File: src/rtl/prg_xlat_pkg.sv
// Shared types for the program ROM bank translator.
// The banking mode encoding is fixed by the control register layout.
package prg_xlat_pkg;

    typedef enum logic [1:0] {
        MODE_W32A     = 2'd0,  // 32 KiB switched
        MODE_W32B     = 2'd1,  // 32 KiB switched (same behaviour)
        MODE_FIX_LOW  = 2'd2,  // lower half fixed to bank 0
        MODE_FIX_HIGH = 2'd3   // upper half fixed to the last bank
    } bank_mode_e;

endpackage

File: src/rtl/prg_window_decode.sv
// Address window decoder.
// Classifies a CPU address as ROM (0x8000 and above), work RAM (0x6000-0x7FFF)
// or neither, and flags the upper 16 KiB half of the ROM window.
// Assumes a 16-bit CPU address.
module prg_window_decode (
    input  logic [15:0] cpu_addr,
    output logic        rom_hit,
    output logic        ram_hit,
    output logic        upper_half
);

    // Window classification from the top address bits.
    always_comb begin
        rom_hit    = cpu_addr[15];
        ram_hit    = (cpu_addr[15:13] == 3'b011);
        upper_half = cpu_addr[14];
    end

endmodule

File: src/rtl/prg_bank_select.sv
// Mode-driven bank selection.
// Chooses the raw 16 KiB bank number from the banking mode, the bank register
// and the half of the window being accessed. The result is then reduced
// modulo BANKS16.
// The "last bank" depends on whether the half override is active.
// Assumes BANKS16 is a power of two between 2 and 32.
module prg_bank_select
    import prg_xlat_pkg::*;
#(
    parameter int BANKS16 = 16,
    localparam int BW     = $clog2(BANKS16)
) (
    input  logic [1:0]    ctrl_mode,
    input  logic [4:0]    prg_bank,
    input  logic          upper_half,
    input  logic          ovr_active,
    output logic [BW-1:0] inner_bank
);

    localparam logic [4:0] LAST_FULL = 5'(BANKS16 - 1);
    localparam logic [4:0] LAST_HALF = 5'(BANKS16 / 2 - 1);

    logic [4:0] last_bank;
    logic [4:0] raw_bank;

    // Pick the fixed last bank according to the override state.
    always_comb begin
        last_bank = ovr_active ? LAST_HALF : LAST_FULL;
    end

    // Mode multiplexer producing the unreduced bank number.
    always_comb begin
        unique case (bank_mode_e'(ctrl_mode))
            MODE_W32A, MODE_W32B: raw_bank = {prg_bank[4:1], upper_half};
            MODE_FIX_LOW:         raw_bank = upper_half ? {1'b0, prg_bank[3:0]} : 5'd0;
            MODE_FIX_HIGH:        raw_bank = upper_half ? last_bank : {1'b0, prg_bank[3:0]};
            default:              raw_bank = 5'd0;
        endcase
    end

    // Reduce modulo the power-of-two bank count.
    always_comb begin
        inner_bank = BW'(raw_bank);
    end

endmodule

File: src/rtl/prg_outer_map.sv
// Half-ROM override mapping.
// For ROMs larger than 8 banks, an enabled override keeps the low bits of the
// bank number and replaces the top bit with the selected half.
// For small ROMs the override is absent and the bank passes through unchanged.
// Assumes BANKS16 is a power of two between 2 and 32.
module prg_outer_map #(
    parameter int BANKS16 = 16,
    localparam int BW     = $clog2(BANKS16)
) (
    input  logic          ovr_req,
    input  logic          half_sel,
    input  logic [BW-1:0] inner_bank,
    output logic          ovr_active,
    output logic [BW-1:0] phys_bank
);

    generate
        if (BANKS16 > 8) begin : g_large
            // Override applies; modulo half plus the half base.
            always_comb begin
                ovr_active = ovr_req;
                phys_bank  = ovr_req ? {half_sel, inner_bank[BW-2:0]} : inner_bank;
            end
        end else begin : g_small
            logic unused_ok;
            // No override on small ROMs; the bank passes through.
            always_comb begin
                unused_ok  = ovr_req ^ half_sel;
                ovr_active = 1'b0;
                phys_bank  = inner_bank;
            end
        end
    endgenerate

endmodule

File: src/rtl/prg_rom_bank_xlat.sv
// Program ROM bank translator, top level.
// Decodes the CPU address window, selects the ROM bank for the current mode,
// applies the half override and assembles the physical ROM address.
// Also produces the work RAM select and offset.
// With REG_OUT=1, all outputs pass through one register stage that has a
// synchronous active-low reset.
// Assumes BANKS16 is a power of two between 2 and 32.
module prg_rom_bank_xlat #(
    parameter int BANKS16 = 16,
    parameter bit REG_OUT = 1'b1
) (
    input  logic                         clk,
    input  logic                         rst_n,
    input  logic [15:0]                  cpu_addr,
    input  logic [1:0]                   ctrl_mode,
    input  logic [4:0]                   prg_bank,
    output logic                         rom_sel,
    output logic [$clog2(BANKS16)+13:0]  rom_addr,
    output logic                         ram_sel,
    output logic [12:0]                  ram_offset
);

    localparam int BW     = $clog2(BANKS16);
    localparam int ROM_AW = BW + 14;

    logic          rom_hit;
    logic          ram_hit;
    logic          upper_half;
    logic          ovr_active;
    logic [BW-1:0] inner_bank;
    logic [BW-1:0] phys_bank;

    logic              c_rom_sel;
    logic [ROM_AW-1:0] c_rom_addr;
    logic              c_ram_sel;
    logic [12:0]       c_ram_offset;

    prg_window_decode u_decode (
        .cpu_addr   (cpu_addr),
        .rom_hit    (rom_hit),
        .ram_hit    (ram_hit),
        .upper_half (upper_half)
    );

    prg_bank_select #(.BANKS16(BANKS16)) u_select (
        .ctrl_mode  (ctrl_mode),
        .prg_bank   (prg_bank),
        .upper_half (upper_half),
        .ovr_active (ovr_active),
        .inner_bank (inner_bank)
    );

    prg_outer_map #(.BANKS16(BANKS16)) u_outer (
        .ovr_req    (prg_bank[4]),
        .half_sel   (prg_bank[3]),
        .inner_bank (inner_bank),
        .ovr_active (ovr_active),
        .phys_bank  (phys_bank)
    );

    // Assemble the next output values, zeroed outside their windows.
    always_comb begin
        c_rom_sel    = rom_hit;
        c_rom_addr   = rom_hit ? {phys_bank, cpu_addr[13:0]} : '0;
        c_ram_sel    = ram_hit;
        c_ram_offset = ram_hit ? cpu_addr[12:0] : 13'd0;
    end

    generate
        if (REG_OUT) begin : g_reg
            // Output register stage with synchronous active-low reset.
            always_ff @(posedge clk) begin
                if (!rst_n) begin
                    rom_sel    <= 1'b0;
                    rom_addr   <= '0;
                    ram_sel    <= 1'b0;
                    ram_offset <= 13'd0;
                end else begin
                    rom_sel    <= c_rom_sel;
                    rom_addr   <= c_rom_addr;
                    ram_sel    <= c_ram_sel;
                    ram_offset <= c_ram_offset;
                end
            end
        end else begin : g_comb
            logic unused_clk;
            // Combinational pass-through of the assembled outputs.
            always_comb begin
                unused_clk = clk ^ rst_n;
                rom_sel    = c_rom_sel;
                rom_addr   = c_rom_addr;
                ram_sel    = c_ram_sel;
                ram_offset = c_ram_offset;
            end
        end
    endgenerate

endmodule

File: config.mk
export PLATFORM = sky130hd
export DESIGN_NAME = prg_rom_bank_xlat
export DESIGN_NICKNAME = d
export VERILOG_FILES = /design/src/rtl/prg_xlat_pkg.sv /design/src/rtl/prg_window_decode.sv /design/src/rtl/prg_bank_select.sv /design/src/rtl/prg_outer_map.sv /design/src/rtl/prg_rom_bank_xlat.sv
export SDC_FILE = /design/constraint.sdc
export NUM_CORES = 1
export LEC_CHECK = 0
export BUFFER_PORTS_ARGS = -buffer_cell sky130_fd_sc_hd__buf_4
export CAP_MARGIN = 20
export CORE_MARGIN = 2
export CORE_UTILIZATION = 44
export DETAILED_ROUTE_END_ITERATION = 16
export GPL_TIMING_DRIVEN = 0
export PLACE_DENSITY = 0.9
export SLEW_MARGIN = 5
export SYNTH_ARGS = -nofsm -noshare
export SYNTH_HDL_FRONTEND = slang
export SYNTH_SLANG_ARGS = --single-unit
File: constraint.sdc
create_clock -name clk -period 1.4 [get_ports clk]
set_input_delay 0.07 -clock clk [delete_from_list [all_inputs] [get_ports clk]]
set_output_delay 0.07 -clock clk [all_outputs]
set_load 0.01 [all_outputs]
==> flow_metrics.tcl <==
set metrics [dict create \
    synth_compound_gate_area_share_pct 4.51 \
    hold_path_startpoint "prg_bank[4]" \
    grt_setup_unrepaired "false" \
    drc 0 \
    tritoncts.num_buffers 5 \
    worst_ep_arrival_time_ns 1.32 \
    synth.net_count 106 \
    fp-row-count 17 \
    hpwl_microns 1680 \
    synth_top_family_by_area "simple AND/OR/NAND/NOR gates" \
    final.fill_count 126 \
    worstSetupEndpointType "flip-flop" \
    tritoncts "done" \
    finalSetupTns_ns 0 \
    xor_xnor_cell_area_share_of_the_yosys_netlist_pct 0 \
    fmax_ghz 0.928 \
    grt_overflow_total 0 \
    number_of_post_cts_setup_repair_buffers 0 \
    syn_inst 81 \
    via_count 906 \
    io_pins 58 \
    path_class "in -> reg" \
    final-seq-area_sq_um 661 \
    track_usage_pct 23.8 \
    placement.setup.worst_slack_ns 0.499 \
    finish.utilization_pct 78.4 \
    status "complete, no violations" \
    clock_sinks 33 \
    grt_start_max_net_pins 11 \
    die_area_sq_um 2600 \
    holdPathEnd "rom_addr[17]" \
    post-synth-top-area-cell "sky130_fd_sc_hd__dfxtp_1" \
    worst_slew_pin_slew_ns 0.347 \
    worst_path_max_delay_cell "sky130_fd_sc_hd__dlygate4sd3_1" \
    ir_drop_mv 0.781 \
    critical_path.startpoint_type "input port" \
    hold_depth 3 \
    synthesis.yosys.warnings 0 \
    initial_antenna_violation_count 0 \
    post_synth.cell_area_avg_sq_um 12.0 \
    drt-initial-drc-count 11 \
    yosysUniqueCellTypes 15 \
    final-setup-viol-count 0 \
    post-synth-top-area-fraction_pct 68.0 \
    layout-area-overhead-vs-synth_pct 73.5 \
    antennaDiodeCount 0 \
    synth.yosys.seq_area_share_pct 68.0 \
    cts_max_path_buffers 2 \
    cts.reportedPaths.clkPinSlew_ns 0.11 \
    cts_hold_buf 17 \
    start_util_pct 45.2 \
    wire_length_of_the_first_global_routing_pass_microns 4360 \
    synth_area_leaders "sky130_fd_sc_hd__dfxtp_1 (68%), sky130_fd_sc_hd__and2_2 (10%), sky130_fd_sc_hd__and3_1 (6.4%)" \
    synthesized_area_fraction_occupied_by_adder_cells_pct 0 \
    synth_simple_gate_area_share_pct 24.7 \
    maxSlewHeadroom_pct 76.9 \
    cts-resized-gates 0 \
    power.density_nw_per_um2 1080 \
    critical_path.max_fanout 10 \
    fp.dieH_microns 51.0 \
    worst_ep_required_time_ns 1.64 \
    port-buffer-count 57 \
    routabilityCongestion 0.785 \
    finalHoldViolCount 0 \
    multiInputGateArea_sq_um 284 \
    timing.critical_path.slowest_cell_delay_ns 0.56 \
    vias_in_the_first_global_route 899 \
    post_synth_instance_area_sq_um 971 \
    cells_traversed_along_the_worst_timing_path "dlygate4sd3_1, buf_4, and4b_4, buf_6, and2_2" \
    postLayoutSetupSlackWorst_ns 0.323 \
    leakage_power_uw 0.000857 \
    wire_per_inst_microns 15.0 \
    synth-seq-cells 33 \
    final_min_period_over_clock_period_pct 77.0 \
    route.detailed.vias_per_inst 4.72 \
    maxSlewViolCount 0 \
    drt_wl_total_microns 2880 \
    htreeDepth 2 \
    maxCapViolations 0 \
    first_pass_iters 4 \
    min_period_ns 1.08 \
    drtAntennaViolNets 0 \
    horizontal_die_dimension_microns 51.0 \
    hold_path.class "in -> reg" \
    fin_nets 188 \
    whs_ns 0.0162 \
    core_sq_um 2150 \
    layout-drive-gt1-share_pct 51.2 \
    muxShareOfSynthArea_pct 0 \
    clock-root-buffer "sky130_fd_sc_hd__clkbuf_4" \
]
-- power by group --
part	switching, uW	total [uW]	internal [uW]
clock	326	616	291
combinational	85.6	220	135
sequential	9.89	979	969
-- logic make-up after synthesis --
group / after synthesis
simple gates: 35
compound gates: 8
buf+inv: 5
flops: 33
-- metrics by stage --
step	std cells	cell area, sq um	total power (uW)
floorplan	81	971	1050
global placement	166	1430	1170
detailed placement	166	1430	1170
CTS	191	1670	1800
global route	192	1680	1890
finish	192	1680	1820
-- metal layers --
layer	up-vias	routed length, microns	GRT usage (%)
met5	-	0	0
met4	0	99	10.4
met3	12	262	9.06
met2	53	1440	40.3
met1	410	1080	26.5
li1	431	-	-
-- placed cells by master (no fill, tap or decap), types with 3 or more instances in the layout --
cell type / synthesis / final
sky130_fd_sc_hd__clkbuf_4: 0 / 5
sky130_fd_sc_hd__o21ai_0: 3 / 3
sky130_fd_sc_hd__and2_2: 13 / 13
sky130_fd_sc_hd__and3_2: 4 / 4
sky130_fd_sc_hd__buf_4: 0 / 57
sky130_fd_sc_hd__a21oi_1: 4 / 4
sky130_fd_sc_hd__dfxtp_1: 33 / 33
sky130_fd_sc_hd__nand2_1: 4 / 4
sky130_fd_sc_hd__dlygate4sd3_1: 0 / 18
sky130_fd_sc_hd__and3_1: 10 / 10
-- worst max path at each step --
stage,from,end,slack (ns),cells past startpoint
after global routing,cpu_addr[13],ram_offset[7],0.31,5
after floorplan,cpu_addr[15],ram_offset[10],0.73,3
after CTS,cpu_addr[13],ram_offset[7],0.35,5
final,cpu_addr[13],ram_offset[7],0.32,5
after global placement,cpu_addr[15],ram_offset[11],0.52,4
after detailed placement,cpu_addr[15],ram_offset[7],0.50,4
-- registers in the layout, indices dropped and copies added (netlist names) --
| register | cells |
|---|---|
| rom_addr | 18 |
| ram_offset | 13 |
| ram_sel | 1 |
| rom_sel | 1 |
-- cell usage after synthesis --
cell type / instances
sky130_fd_sc_hd__o21ai_0: 3
sky130_fd_sc_hd__and2_1: 1
sky130_fd_sc_hd__and3_1: 10
sky130_fd_sc_hd__buf_6: 1
sky130_fd_sc_hd__nand4b_1: 1
sky130_fd_sc_hd__inv_1: 2
sky130_fd_sc_hd__a21oi_1: 4
sky130_fd_sc_hd__and2_2: 13
sky130_fd_sc_hd__and3_2: 4
sky130_fd_sc_hd__clkbuf_1: 2
sky130_fd_sc_hd__and4b_4: 1
sky130_fd_sc_hd__o41ai_1: 1
sky130_fd_sc_hd__nand2b_1: 1
sky130_fd_sc_hd__dfxtp_1: 33
sky130_fd_sc_hd__nand2_1: 4
-- layout make-up --
| class | count | share of cell area (%) |
|---|---|---|
| clock buffers | 7 | 3.86 |
| repair buffers | 75 | 36.1 |
| flip-flops and latches | 33 | 39.2 |
| inverters | 2 | 0.446 |
| multi-input cells | 43 | 16.9 |
| clock inverters | 1 | 0.297 |
| well taps | 28 | 2.08 |
| plain buffers | 3 | 1.11 |
-- critical path, delay by kind of cell --
family	cells	cell delay [ns]
simple gates	2	0.40
buf+inv	3	0.85
Note: power is estimated with default switching activity, not from simulation.
